### src/rtl/ecc_serial_rx.sv
module ecc_serial_rx #(
  parameter int DIV_W = 16
) (
  input  logic             clk,
  input  logic             rst_n,
  input  logic             rxd,
  input  logic [1:0]       width_sel,
  input  logic             ecc_en,
  input  logic [DIV_W-1:0] divisor,
  output logic [31:0]      rx_data,
  output logic             rx_valid,
  output logic             fix_flag,
  output logic             unfix_flag,
  output logic             par_err,
  output logic             frm_err
);

  localparam int CWMAX = 38;

  typedef enum logic [1:0] {S_IDLE, S_START, S_BITS} st_t;

  function automatic logic [5:0] frame_len(input logic [1:0] w, input logic e);
    if (e) return (w == 2'd0) ? 6'd12 : (w == 2'd1) ? 6'd21 : 6'd38;
    return (w == 2'd0) ? 6'd9 : (w == 2'd1) ? 6'd17 : 6'd33;
  endfunction

  logic [2:0]       sync;
  logic             rx_s, rx_q, fall;
  st_t              st;
  logic [DIV_W-1:0] cnt, half;
  logic [5:0]       idx, f_len, h_len;
  logic [1:0]       f_w, h_w;
  logic             f_ecc, h_ecc, h_frm, pend;
  logic [CWMAX:1]   cw, h_cw, fixed;
  logic [5:0]       syn;
  logic             in_range, pxor;
  logic [31:0]      hd, dmask, word;

  assign rx_s  = sync[1];
  assign rx_q  = sync[2];
  assign fall  = rx_q & ~rx_s;
  assign half  = divisor >> 1;
  assign f_len = frame_len(f_w, f_ecc);
  assign h_len = frame_len(h_w, h_ecc);

  always_ff @(posedge clk or negedge rst_n) begin
    if (!rst_n) begin
      sync  <= 3'b111;
      st    <= S_IDLE;
      cnt   <= '0;
      idx   <= '0;
      f_w   <= '0;
      f_ecc <= 1'b0;
      cw    <= '0;
      h_cw  <= '0;
      h_w   <= '0;
      h_ecc <= 1'b0;
      h_frm <= 1'b0;
      pend  <= 1'b0;
    end else begin
      sync <= {sync[1:0], rxd};
      pend <= 1'b0;
      case (st)
        S_IDLE: if (fall) begin
          st    <= S_START;
          cnt   <= '0;
          f_w   <= width_sel;
          f_ecc <= ecc_en;
        end
        S_START: if (cnt >= half) begin
          cnt <= '0;
          idx <= '0;
          cw  <= '0;
          st  <= rx_s ? S_IDLE : S_BITS;
        end else begin
          cnt <= cnt + 1'b1;
        end
        S_BITS: if (cnt >= divisor) begin
          cnt <= '0;
          if (idx == f_len) begin
            st    <= S_IDLE;
            h_cw  <= cw;
            h_w   <= f_w;
            h_ecc <= f_ecc;
            h_frm <= ~rx_s;
            pend  <= 1'b1;
          end else begin
            cw[6'(idx + 6'd1)] <= rx_s;
            idx <= idx + 6'd1;
          end
        end else begin
          cnt <= cnt + 1'b1;
        end
        default: st <= S_IDLE;
      endcase
    end
  end

  always_comb begin
    int k;
    syn  = '0;
    pxor = 1'b0;
    for (int p = 1; p <= CWMAX; p++) begin
      if (p <= int'(h_len) && h_cw[p]) begin
        syn  = syn ^ 6'(p);
        pxor = ~pxor;
      end
    end
    in_range = (syn != 6'd0) && (syn <= h_len);
    fixed = h_cw;
    for (int p = 1; p <= CWMAX; p++)
      if (in_range && 6'(p) == syn) fixed[p] = ~fixed[p];
    hd = '0;
    k  = 0;
    for (int p = 3; p <= CWMAX; p++) begin
      if ((p & (p - 1)) != 0) begin
        hd[k[4:0]] = fixed[p];
        k++;
      end
    end
    dmask = (h_w == 2'd0) ? 32'h0000_00FF : (h_w == 2'd1) ? 32'h0000_FFFF : 32'hFFFF_FFFF;
    word  = (h_ecc ? hd : h_cw[32:1]) & dmask;
  end

  always_ff @(posedge clk or negedge rst_n) begin
    if (!rst_n) begin
      rx_data    <= '0;
      rx_valid   <= 1'b0;
      fix_flag   <= 1'b0;
      unfix_flag <= 1'b0;
      par_err    <= 1'b0;
      frm_err    <= 1'b0;
    end else begin
      rx_valid   <= pend;
      fix_flag   <= pend & h_ecc & in_range;
      unfix_flag <= pend & h_ecc & (syn > h_len);
      par_err    <= pend & ~h_ecc & pxor;
      frm_err    <= pend & h_frm;
      if (pend) rx_data <= word;
    end
  end


  valid_pulse_chk: assert property (@(posedge clk) disable iff (!rst_n)
    rx_valid |=> !rx_valid);


  deliver_chk: assert property (@(posedge clk) disable iff (!rst_n)
    pend |=> rx_valid);


  idle_flags_chk: assert property (@(posedge clk) disable iff (!rst_n)
    !rx_valid |-> !(fix_flag || unfix_flag || par_err || frm_err));


  flag_excl_chk: assert property (@(posedge clk) disable iff (!rst_n)
    rx_valid |-> !(fix_flag && unfix_flag));


  parity_mode_chk: assert property (@(posedge clk) disable iff (!rst_n)
    (pend && !h_ecc) |=> (!fix_flag && !unfix_flag));


  byte_mask_chk: assert property (@(posedge clk) disable iff (!rst_n)
    (pend && h_w == 2'd0) |=> (rx_data[31:8] == 24'd0));

endmodule

### config.mk
export PLATFORM = sky130hd
export DESIGN_NAME = ecc_serial_rx
export DESIGN_NICKNAME = d
export VERILOG_FILES = /design/src/rtl/ecc_serial_rx.sv
export SDC_FILE = /design/constraint.sdc
export NUM_CORES = 1
export LEC_CHECK = 0
export BUFFER_PORTS_ARGS = -buffer_cell sky130_fd_sc_hd__buf_2
export CAP_MARGIN = 20
export CORE_MARGIN = 3
export CORE_UTILIZATION = 40
export DETAILED_ROUTE_END_ITERATION = 7
export SLEW_MARGIN = 15
export SYNTH_ARGS = -nofsm -noshare
export SYNTH_HDL_FRONTEND = slang
export SYNTH_SLANG_ARGS = --single-unit
### constraint.sdc
create_clock -name clk -period 5.9 [get_ports clk]
set_input_delay 0.885 -clock clk [delete_from_list [all_inputs] [get_ports clk]]
set_output_delay 0.885 -clock clk [all_outputs]
set_load 0.02 [all_outputs]
* Yosys cells after proc, flatten, opt, wreduce, memory -nomap -nowiden *
Cells that the tools add are included.
Widths: inputs -> output; s select.

word-level totals
  output and inout bits = 37
  bits in registers = 148

operators by class
  equality and inequality tests = 42
  bitwise gates (word level) = 116
  reductions and logical operators = 83
  multiplexer cells = 149
  add/sub/neg operators = 2
  magnitude comparators = 44

operator list
  operator            number
  $mux 6              22
  $mux 38             3
  $le 5x6->1 const A  16
  $mux 32             3
  $eq 5x6->1 const A  15
  $mux 5              16
  $mux 1              77
  $pmux 38 s2         1
  $logic_and 1x1->1   72
  $not 1->1           71
  $le 4x6->1 const A  8
  $mux 16             3
  $pmux 16 s3         1
  $eq 4x6->1 const A  7
  $le 6x6->1 const A  7
  $not 3->3           13
  $bwmux 38           1
  $eq 6x6->1 const A  6
  $and 32x32->32      1
  $mux 4              8
  $not 2->2           13
  $le 3x6->1 const A  4
  $not 4->4           5
  $eq 3x6->1 const A  3
  other kinds (30)    60

* Longest topological paths before layout *
  depth after elaboration = 83
  gate-level depth with buffers = 20
  mapped depth without buffers = 18

* Least setup slack after synthesis *
No wires, ideal clock.

  path kind = register to register
  from = register h_cw[31] in the netlist's numbering
  to = register rx_data[31]
  setup time = 0.125 ns
  clock period less this slack = 3.857 ns
  required time = 5.775 ns
  buffers on the path = 2
  slack = 2.043 ns
  cell stages (with the launch flop) = 20
  data arrival time = 3.732 ns
  path through = dfrtp_1 -> buf_4 -> xnor2_2 -> xnor2_2 -> xnor3_1 -> nand2_1 -> xnor3_4 -> inv_1 -> ha_1 -> a21o_1 -> a21o_1 -> a21oi_1 -> o21ai_0 -> o21ai_0 -> mux2i_1 -> or3_1 -> clkbuf_1 -> nor3_1 -> xnor2_1 -> o21ai_1

on the way
  longest elaborated chain between the ends = 18

ends and longest elaborated chain
  element                                           RTL line  text
  start, declared                                   34        logic [CWMAX:1] cw, h_cw, fixed;
  start signal, assigned                            82        h_cw <= cw;
  $logic_and 1x1->1 (*)                             104       if (p <= int'(h_len) && h_cw[p]) begin
  $mux 5 (*)                                        104
  $mux 6 (*) (2 in a row)                           104
  $not 2->2 (no line) or $mux 6 (tied branches)     -
  $mux 6 (*)                                        104
  $not 3->3 (no line) or $not 2->2 (tied branches)  -
  $mux 6 (*) (3 in a row)                           104
  $not 3->3 (no line) or $mux 6 (tied branches)     -
  $mux 6 (*)                                        104
  $le 6x6->1 or $reduce_bool 6->1 (tied branches)   109       in_range = (syn != 6'd0) && (syn <= h_len);
  $logic_and 1x1->1                                 109
  $logic_and 1x1->1 (*)                             112       if (in_range && 6'(p) == syn) fixed[p] = ~fixed[p];
  $mux 1 (*)                                        112
  $mux 32 (*)                                       122       word = (h_ecc ? hd : h_cw[32:1]) & dmask;
  $and 32x32->32 (*)                                122
  end signal, assigned                              139       if (pend) rx_data <= word;
  end, declared                                     10        output logic [31:0] rx_data,

Every way passes the cells marked *; elsewhere a longest branch is shown, timed or not.
A chain may end at the register's enable or synchronous reset.

* Worst setup path in the final report *
  from = register h_w[1]
  to = register rx_data[30]

on the way
  longest elaborated chain between the ends = 69

ends and longest elaborated chain
  element                                          RTL line     text
  start, declared                                  32           logic [1:0] f_w, h_w;
  start signal, assigned                           83           h_w <= f_w;
  $eq 2x1->1                                       23, 24, 121
  $mux 6 (3 in a row)                              23           if (e) return (w == 2'd0) ? 6'd12 : (w == 2'd1) ? 6'd21 : 6'd38;
  $mux 6                                           24           return (w == 2'd0) ? 6'd9 : (w == 2'd1) ? 6'd17 : 6'd33;
  $le 1x6->1                                       104
  $logic_and 1x1->1                                104
  $mux 1                                           104
  $mux 2                                           104
  $not 2->2 (no line)                              -
  (+50 left out)                                   -
  $not 3->3 (no line)                              -
  $mux 6 (2 in a row)                              104
  $le 6x6->1 or $reduce_bool 6->1 (tied branches)  109
  $logic_and 1x1->1                                109
  $logic_and 1x1->1                                112
  $mux 1                                           112
  $mux 32                                          122
  $and 32x32->32 (*)                               122

Every way passes the cells marked *; elsewhere a longest branch is shown, timed or not. The select of a mux whose other input is x is not followed.

==> run summary <==
clock sink count = 148
Antenna Cells = 0
Die ar. = 25500 um2
simple-gate portion of the synthesized area = 14.0%
WL final = 24600 um
Worst Hold Class = register to register
post-detail-place hpwl = 17500 um
ys flop type = dfrtp_1
sequential share of the synthesized area = 39.3%
Period minus WS final = 4410 ps
total CTS buffers = 17
crit share post-route = 74.7%
I/O Buffers = 58
largest family of logic cells by synthesized area = compound AO/OA/AOI/OAI gates
worst r2r dst = rx_data[30]
GR Layer Usage met2 = 30.6%
Post-Synthesis Net Count = 1027
Die Height = 160 um
Synth Area in Compound Gates = 17.3%
max incr delay on CP = 890 ps
Lkg Pwr = 4.73 nW
Netlist cell types = 74
antenna viol nets, final = 0
PwrDens = 245 nW/um2
commonest cells in the netlist = 145 x dfrtp_1, 92 x xnor2_1, 66 x nand2_1, 51 x a21oi_1, 50 x o21ai_0
first-pass GRT wire length = 39600 um
H-tree Lvls = 4
Hold WS = 356 ps
vias = 7310
post-cts hold buffer count = 0
cell repeated most along the worst path = o21ai_0
Setup crit end kind = register
Peak VDD IR = 0.152 mV
Synth Register Bits = 148
Highest Clock Rate = 227 MHz
post-CTS resize count = 0
most common cell in the synthesized netlist = dfrtp_1
Tot GR Track Use = 19.4%
largest net degree at the start of global routing = 94
Crit. Startpoint = h_w[1]
vias in the first global route = 7096
GRT Residual Overflow = 0
clk_lat worst skew = 430 ps
root buffer cell = clkbuf_16
# setup viols final = 0
RSZ-0062 raised after global routing = no
DRT Pass-1 Iters = 5
fin nets = 1049
Setup crit end = rx_data[30]
met3 Track Usage GR = 3.69%
CTS tree = yes
DRC = 0
initial antenna violation count = 0
Yosys top cell area share = 38.5%
CP startpoint kind = register
R2R cell count = 18
setup TNS = 0 ps
Setup CP Type = register to register
Worst Max-Slew Pin Slew = 873 ps
IO Count = 59
drt wl/cell = 18.7 um
status = completed
arrival time worst endpoint = 4690 ps
max cap viols = 0
synth warn = 0
FP Rows = 55
critical-path cell list = nor2_4 -> inv_1 -> mux2i_1 -> xor2_1 -> xnor3_4 -> inv_1 -> ha_1 -> a21o_1 -> a21o_1 -> a21oi_1 -> o21ai_0 -> o21ai_0 -> mux2i_1 -> buf_4 -> or3_1 -> nor3_1 -> xnor2_1 -> o21ai_0
Core Box Area = 22900 um2
Adder-Cell Fraction of Synth Area = 5.57%
Post-CTS Setup Inserts = 0
gpl congestion = 0.935
Crit-path slowest cell = dfrtp_1
clk buf depth = 2
asr flop ratio synth = 100%
Detailed Route Iter0 Violations = 536
area grow syn2layout = 10.4%
XOR/XNOR Fraction of Synth Area = 12.2%
Fin Clk Skew = 12.5 ps
Avg Cell Area, Syn = 9.80 um2
endpoint required time on the critical path = 6190 ps
Starting Density = 41.2%
cell area after synthesis = 9440 um2
Max Slew Vio Count = 0
dominant cells by area after synthesis = dfrtp_1 38%, xnor2_1 8.5%, ha_1 5.6%
Post-synth EDFFs = 0
layout cells sized above 1 = 16.8%
largest area contributor in the netlist = dfrtp_1
Final Hold Viols = 0
final instance area = 10400 um2
worst reg2reg setup slack = 1490 ps
grt peak-use layer = met2
CTS clk-pin slew, worst paths = 60 ps
maximum fanout along the worst path = 23
Vias/cell = 5.58
DP Area = 9850 um2
Chip Width = 160 um
worst r2r src = h_w[1]
GRT met1 Usage = 26.9%
slew margin rel. = 41.3%
share of cell area taken by muxes after synthesis = 6.22%
Post-Syn Instances = 963
-- per-layer routing --
layer,vias to the layer above,part of all wire (%)
met5,-,0
met1,3567,47
met3,32,4.5
met4,0,2.0
met2,178,47
li1,3533,-
-- logic make-up (layout without fill, tap and decap cells) --
kind of cell | after synthesis | count (layout)
adders and majority gates | 42 | 42
muxes | 53 | 53
DFF | 148 | 148
xor gates and xnor gates | 118 | 118
AOI/OAI and AO/OA | 239 | 239
buffers and inverters | 110 | 145
and+or+nand+nor | 253 | 253
-- power by group --
part	switching (W)	internal (W)	total (W)	leakage [nW]
registers	0.0000389	0.00105	0.00109	2.04
clock network	0.000423	0.000568	0.000990	0.263
logic	0.000347	0.000128	0.000475	2.42
total	0.000809	0.00174	0.00255	4.73
-- flip-flops by register name, summed over array words and instances, names as in the netlist --
register,flops
cw,38
idx,6
h_w,2
cnt,16
frm_err,1
h_cw,38
st,2
f_ecc,1
rx_data,32
unfix_flag,1
rx_valid,1
par_err,1
f_w,2
h_ecc,1
sync,3
pend,1
h_frm,1
fix_flag,1
-- worst min-delay path by stage --
stage,start,to,depth (start not counted)
after floorplan,sync[0],sync[1],0
after global placement,sync[0],sync[1],0
after detailed placement,sync[0],sync[1],0
after CTS,sync[0],sync[1],0
after global routing,sync[0],sync[1],0
final,sync[0],sync[1],0
-- cell usage in the layout (no fill, tap or decap), types with 8 or more instances in the layout --
cell	Yosys	routed
ha_1	42	42
nand2_1	66	66
nand2b_1	11	11
nor3_1	28	28
nand4_1	10	10
buf_2	13	57
a21oi_1	51	51
o221ai_1	8	8
nor2_1	37	36
o41ai_1	27	27
clkbuf_16	0	17
inv_1	43	43
xor2_1	16	16
nor2b_1	31	31
buf_4	2	8
xnor2_1	92	92
a21o_1	16	16
o21ai_0	50	50
o311ai_0	31	31
nand3_1	30	30
mux2_2	42	42
mux2i_1	10	10
dfrtp_1	145	145
-- through the flow --
step / util, % / power (W) / std cells / setup WS, ps
finish: 45.5 / 0.00255 / 1311 / 1490
global placement: 43.0 / 0.00156 / 1277 / 1600
floorplan: - / 0.00141 / 963 / 2040
detailed placement: 43.0 / 0.00157 / 1277 / 1540
global route: 45.5 / 0.00268 / 1311 / 1120
CTS: 45.3 / 0.00256 / 1309 / 1520
-- final cells by class --
| type | count | area (um2) |
|---|---|---|
| clock inverter | 9 | 53.8 |
| timing repair buffer | 68 | 395 |
| inverter | 45 | 170 |
| fill | 2175 | 12500 |
| tap | 313 | 392 |
| sequential | 148 | 3710 |
| multi-input combinational | 705 | 5220 |
| clock buffer | 23 | 478 |
-- critical path: cells and delay by family, from the launching register on --
family / cells / cell delay, ps
xor gates and xnor gates: 3 / 740
muxes: 2 / 400
and+or+nand+nor: 3 / 760
AOI/OAI and AO/OA: 6 / 790
DFF: 1 / 890
adders and majority gates: 1 / 240
buffers and inverters: 3 / 440
Power figures use the tool's default switching activity.
